`src/rtl/p92_rst_pkg.sv`:
```
package p92_rst_pkg;

    typedef enum logic [1:0] {
        ST_IDLE  = 2'd0,
        ST_ARMED = 2'd1,
        ST_PULSE = 2'd2
    } rst_state_t;

    // Field positions inside the configuration byte
    localparam int unsigned FB_FAST_DIS  = 0;
    localparam int unsigned FB_PW_EN     = 1;
    localparam int unsigned FB_HOLD_MODE = 3;
    localparam int unsigned FB_LINK_DIS  = 4;
    localparam int unsigned FB_IRQ_EN    = 5;
    localparam int unsigned FB_KEEP      = 7;

    localparam logic [2:0] LINK_RESTART_CODE = 3'b101;

endpackage

```
`src/rtl/p92_index_port.sv`:
```
module p92_index_port #(
    parameter int unsigned  W         = 8,
    parameter logic [W-1:0] REG_INDEX = 8'h0C
) (
    input  logic         clk,
    input  logic         rst,
    input  logic         idx_wr,
    input  logic         dat_wr,
    input  logic [W-1:0] wdata,
    output logic         sel,
    output logic         wr_hit
);

    logic [W-1:0] index_q;

    always_ff @(posedge clk) begin
        if (rst) begin
            index_q <= '0;
        end else if (idx_wr) begin
            index_q <= wdata;
        end
    end

    always_comb begin
        sel    = (index_q == REG_INDEX);
        wr_hit = sel && dat_wr && !rst;
    end

endmodule

```
`src/rtl/p92_cfg_reg.sv`:
```
module p92_cfg_reg
    import p92_rst_pkg::*;
#(
    parameter int unsigned W = 8
) (
    input  logic         clk,
    input  logic         core_rst,
    input  logic         bat_clr,
    input  logic         wr_hit,
    input  logic [W-1:0] wdata,
    output logic         fast_dis,
    output logic         pw_en,
    output logic         hold_mode,
    output logic         link_dis,
    output logic         irq_en,
    output logic         keep,
    output logic         lock,
    output logic [W-1:0] rd_val
);

    // Core-domain fields
    always_ff @(posedge clk) begin
        if (core_rst) begin
            fast_dis  <= 1'b0;
            pw_en     <= 1'b0;
            hold_mode <= 1'b0;
            link_dis  <= 1'b0;
            irq_en    <= 1'b0;
        end else if (wr_hit) begin
            fast_dis  <= wdata[FB_FAST_DIS];
            pw_en     <= wdata[FB_PW_EN];
            hold_mode <= wdata[FB_HOLD_MODE];
            link_dis  <= wdata[FB_LINK_DIS];
            irq_en    <= wdata[FB_IRQ_EN];
        end
    end

    // One-way lock: only core reset releases it
    always_ff @(posedge clk) begin
        if (core_rst) begin
            lock <= 1'b0;
        end else if (wr_hit && wdata[FB_PW_EN]) begin
            lock <= 1'b1;
        end
    end

    // Battery-domain bit
    always_ff @(posedge clk) begin
        if (bat_clr) begin
            keep <= 1'b0;
        end else if (wr_hit) begin
            keep <= wdata[FB_KEEP];
        end
    end

    always_comb begin
        rd_val               = '0;
        rd_val[FB_FAST_DIS]  = fast_dis;
        rd_val[FB_PW_EN]     = pw_en;
        rd_val[FB_HOLD_MODE] = hold_mode;
        rd_val[FB_LINK_DIS]  = link_dis;
        rd_val[FB_IRQ_EN]    = irq_en;
        rd_val[FB_KEEP]      = keep;
    end

endmodule

```
`src/rtl/p92_restart_fsm.sv`:
```
module p92_restart_fsm
    import p92_rst_pkg::*;
#(
    parameter int unsigned PULSE_LEN = 16
) (
    input  logic clk,
    input  logic rst,
    input  logic req,
    input  logic hold_ok,
    output logic cpu_rst
);

    localparam int unsigned CNT_W = (PULSE_LEN > 1) ? $clog2(PULSE_LEN) : 1;
    localparam logic [CNT_W-1:0] CNT_LAST = CNT_W'(PULSE_LEN - 1);

    rst_state_t       state_q, state_d;
    logic [CNT_W-1:0] cnt_q;
    logic             pulse_done;

    assign pulse_done = (cnt_q == CNT_LAST);

    // State register and pulse counter
    always_ff @(posedge clk) begin
        if (rst) begin
            state_q <= ST_IDLE;
            cnt_q   <= '0;
        end else begin
            state_q <= state_d;
            if (state_q == ST_PULSE) begin
                cnt_q <= cnt_q + 1'b1;
            end else begin
                cnt_q <= '0;
            end
        end
    end

    // Transitions; requests outside ST_IDLE merge into the current one
    always_comb begin
        state_d = state_q;
        unique case (state_q)
            ST_IDLE:  if (req)        state_d = ST_ARMED;
            ST_ARMED: if (hold_ok)    state_d = ST_PULSE;
            ST_PULSE: if (pulse_done) state_d = ST_IDLE;
            default:                  state_d = ST_IDLE;
        endcase
    end

    // Outputs
    always_comb begin
        cpu_rst = 1'b0;
        unique case (state_q)
            ST_IDLE:  cpu_rst = 1'b0;
            ST_ARMED: cpu_rst = 1'b0;
            ST_PULSE: cpu_rst = 1'b1;
            default:  cpu_rst = 1'b0;
        endcase
    end

endmodule

```
`src/rtl/p92_rst_ctl.sv`:
```
module p92_rst_ctl
    import p92_rst_pkg::*;
#(
    parameter int unsigned  W         = 8,
    parameter logic [W-1:0] REG_INDEX = 8'h0C,
    parameter int unsigned  PULSE_LEN = 16
) (
    input  logic         clk,
    input  logic         pwr_good,
    input  logic         bat_rst_n,
    input  logic         idx_wr,
    input  logic         dat_wr,
    input  logic [W-1:0] bus_wdata,
    output logic [W-1:0] bus_rdata,
    input  logic         p92_wr,
    input  logic         p92_bit0,
    input  logic         kbc_code_vld,
    input  logic [2:0]   kbc_code,
    input  logic         hlda,
    output logic         cpu_rst,
    output logic         core_rst,
    output logic         pw_block,
    output logic         irq12_en
);

    logic         bat_clr;
    logic         sel;
    logic         wr_hit;
    logic         fast_dis;
    logic         pw_en;
    logic         hold_mode;
    logic         link_dis;
    logic         irq_en;
    logic         keep;
    logic         lock;
    logic [W-1:0] rd_val;
    logic         req;
    logic         hold_ok;

    // Battery reset is masked while main power is good
    assign bat_clr  = !bat_rst_n && !pwr_good;
    assign core_rst = !pwr_good && (!keep || bat_clr);

    p92_index_port #(
        .W         (W),
        .REG_INDEX (REG_INDEX)
    ) idx_i (
        .clk    (clk),
        .rst    (core_rst),
        .idx_wr (idx_wr),
        .dat_wr (dat_wr),
        .wdata  (bus_wdata),
        .sel    (sel),
        .wr_hit (wr_hit)
    );

    p92_cfg_reg #(
        .W (W)
    ) cfg_i (
        .clk       (clk),
        .core_rst  (core_rst),
        .bat_clr   (bat_clr),
        .wr_hit    (wr_hit),
        .wdata     (bus_wdata),
        .fast_dis  (fast_dis),
        .pw_en     (pw_en),
        .hold_mode (hold_mode),
        .link_dis  (link_dis),
        .irq_en    (irq_en),
        .keep      (keep),
        .lock      (lock),
        .rd_val    (rd_val)
    );

    always_comb begin
        req = (p92_wr && p92_bit0 && !fast_dis)
            || (kbc_code_vld && (kbc_code == LINK_RESTART_CODE) && !link_dis);
        hold_ok = hold_mode ? hlda : !hlda;
    end

    p92_restart_fsm #(
        .PULSE_LEN (PULSE_LEN)
    ) fsm_i (
        .clk     (clk),
        .rst     (core_rst),
        .req     (req),
        .hold_ok (hold_ok),
        .cpu_rst (cpu_rst)
    );

    assign bus_rdata = sel ? rd_val : '0;
    assign pw_block  = lock;
    assign irq12_en  = irq_en;

endmodule

```
`config.mk`:
```
export PLATFORM = sky130hd
export DESIGN_NAME = p92_rst_ctl
export DESIGN_NICKNAME = d
export VERILOG_FILES = /design/src/rtl/p92_rst_pkg.sv /design/src/rtl/p92_index_port.sv /design/src/rtl/p92_cfg_reg.sv /design/src/rtl/p92_restart_fsm.sv /design/src/rtl/p92_rst_ctl.sv
export SDC_FILE = /design/constraint.sdc
export NUM_CORES = 1
export LEC_CHECK = 0
export ABC_AREA = 1
export CAP_MARGIN = 20
export CORE_MARGIN = 3
export CORE_UTILIZATION = 45
export CTS_CLUSTER_DIAMETER = 30
export DETAILED_ROUTE_END_ITERATION = 12
export GPL_TIMING_DRIVEN = 0
export PLACE_DENSITY = 0.89
export SYNTH_ARGS = -nofsm -noshare
export SYNTH_HDL_FRONTEND = slang
export SYNTH_SLANG_ARGS = --single-unit
```
`constraint.sdc`:
```
create_clock -name clk -period 1.4 [get_ports clk]
set_clock_uncertainty 0.05 [all_clocks]
set_input_delay 0.35 -clock clk [delete_from_list [all_inputs] [get_ports clk]]
set_output_delay 0.35 -clock clk [all_outputs]
set_load 0.005 [all_outputs]
```
==> results.ini, run 1 <==
[clock_network]
ctsHoldBuffers=0
htree_levels=1
cts_buffers=3
cts_tree=done
cts_root_buf=clkbuf_4
cts_sinks=21
clock_latency_ns=0.29
cts_buffer_depth=2
clk_pin_slew_ns=0.11

[cells_and_area]
final_common_cell=inv_1
diodes=0
stdcell_area_sq_mm=0.00140
final_layout_size_suffix_gt1_share_pct=28.2
area_growth_pct=39.6
layout_common_cells=inv_1 (27), nand2_1 (24), clkdlybuf4s50_1 (17)
num-nets-final=199

[synthesis]
synth_seq_cells=21
seq_area_frac_synth_pct=41.8
async_reset_ff_share_pct=0
synth_cell_type_count=25
avgSynthCellArea_sq_um=7.34
yosysWarnings=0
syn_inst=137
synth-edff-count=0
synthesis.area_sq_mm=0.00101
ys.flop_type=dfxtp_1

[global_routing]
track_usage_pct=17.0
antenna_found_initial=0
grt_pass1_wl_um=3530
grt_start_max_net_pins=13
grt_pass1_vias=891
globalRoute.totalOverflow=0

[placed_design]
dpl_cell_area_sq_mm=0.00133
io_buffers=29
hpwl_um=1730
place_ws_ns=-0.680
gp_congestion=0.764

[worst_setup_path]
critical_path.startpoint=idx_i.index_q[5]
rr_endpoint=cfg_i.keep
worstRegToRegCells=9
setup.worst_path.end=bus_rdata[4]
cp_max_fo=6
critPathKind=reg -> out
crit_path_start_kind=flip-flop
end_kind=primary output
cp_data_arrival_time_ns=1.26
reg2reg_from=idx_i.index_q[5]
rrSetupSlack_ns=0.07
required_ns=1.00

[routing]
drc=0
drtAntennaViolNets=0
first_pass_iters=4
vias_per_cell=4.75
routed-via-count=968
drt_wl_total_um=2230
wl_per_cell_um=10.9
drt_iter0_markers=11

[sta]
finalMaxSlewViolations=0
final-setup-viol-count=6
finalWorstSetupSlack_ns=-0.257
max_freq_mhz=603
period_needed_ns=1.66
hold_viol=0
rsz0062_at_grt=true
finalCritPeriodShare_pct=118

[floorplanning]
rows=16
die_x_um=53.3
ios=32
core_area_sq_mm=0.00204
start_util_pct=49.3
die_h_um=53.3
die_area_sq_mm=0.00284

[power_and_ir_drop]
peakVddDrop_mv=0.519
leakage_nw=0.683
powerDensity_mw_per_mm2=801

[hold_path]
hold_path_class=reg -> reg

[outcome]
violations=negative setup slack
status=finished with violations

[flow_run]
cap_violations=0

-- cell usage after synthesis (2+ instances only) --
cell type  count  share of area (%)
dfxtp_1       21                 42
nand2_1       24                9.0
mux2_2         4                4.5
o21ai_0        4                2.0
nor2_2         2                1.2
nor2_1        15                5.6
a21oi_1        5                2.5
nor2_4         2                2.2
nand3_1       15                7.5
buf_4          2                1.5
inv_1         29                 11
-- worst min path at each step --
stage	slack [ns]	from	depth (start not counted)	end
6_report	0.41	fsm_i.cnt_q[0]	1	fsm_i.cnt_q[0]
5_1_grt	0.44	cfg_i.lock	2	cfg_i.lock
4_1_cts	0.41	cfg_i.lock	2	cfg_i.lock
3_5_place_dp	0.40	fsm_i.cnt_q[0]	1	fsm_i.cnt_q[0]
3_3_place_gp	0.38	fsm_i.cnt_q[0]	1	fsm_i.cnt_q[0]
2_1_floorplan	0.37	fsm_i.cnt_q[0]	1	fsm_i.cnt_q[0]
-- state kept, by name (all words and copies together) (netlist names) --
signal	flops
cfg_i.pw_en	1
cfg_i.keep	1
cfg_i.fast_dis	1
cfg_i.link_dis	1
idx_i.index_q	8
cfg_i.hold_mode	1
fsm_i.cnt_q	4
fsm_i.state_q	2
cfg_i.lock	1
cfg_i.irq_en	1
-- stage by stage --
| stage | power [mW] | TNS [ns] | std cells | utilization (%) | hold WS [ns] |
|---|---|---|---|---|---|
| after global placement | 0.831 | -7.18 | 194 | 65.3 | 0.377 |
| after detailed placement | 0.843 | -8.21 | 194 | 65.3 | 0.398 |
| final | 1.12 | -1.48 | 204 | 68.8 | 0.408 |
| after global routing | 1.18 | -2.09 | 204 | 68.8 | 0.441 |
| after floorplan | 0.751 | 0 | 138 | - | 0.368 |
| after CTS | 1.13 | -1.43 | 203 | 66.9 | 0.411 |
-- cell families after synthesis --
kind of cell | Yosys count | synth area share [%]
other | 1 | 0.373
adders and majority gates | 1 | 1.24
buffers and inverters | 34 | 14.6
muxes | 4 | 4.48
DFF | 21 | 41.8
AOI/OAI and AO/OA | 12 | 7.34
and+or+nand+nor | 64 | 30.2
-- power breakdown --
group	internal, mW	switching (mW)
combinational	0.113	0.0958
sequential	0.623	0.0161
clock	0.106	0.170
total	0.843	0.282
-- routing by layer --
metal	GRT usage [%]	up-vias	share of wire (%)
met2	33.1	25	51
met1	16.8	447	41
li1	-	492	-
met3	2.82	4	5.7
met4	8.51	0	1.6
met5	0	-	0
-- repair_timing --
item / CTS / global route
gates cloned: 0 / 0
resized for setup: 44 / 10
setup buffers: 5 / 1
pin swaps: 4 / 2
endpoints found under the setup margin: 10 / 6
-- final cells by class --
type	count	area (sq um)
Sequential cell	21	428
Tap cell	27	33.8
Clock inverter	1	5.00
Clock buffer	3	22.5
Timing Repair Buffer	35	290
Buffer	4	33.8
Inverter	30	115
Fill cell	180	638
Multi-Input combinational cell	83	475
-- critical path: stages, from the launching register on --
cell	delay [ns]
dfxtp_2	0.34
nor2_2	0.11
nand3_2	0.09
nor2_4	0.15
inv_4	0.08
nor2_1	0.08
buf_2	0.11
No activity file was read; power rests on OpenSTA's default activity.
==> inputs of run 2 (changes only) <==
CAP_MARGIN = 10   (was 20)
==> results of run 2 <==
No change in the layout: final DEF, timing and power equal those of run 1.
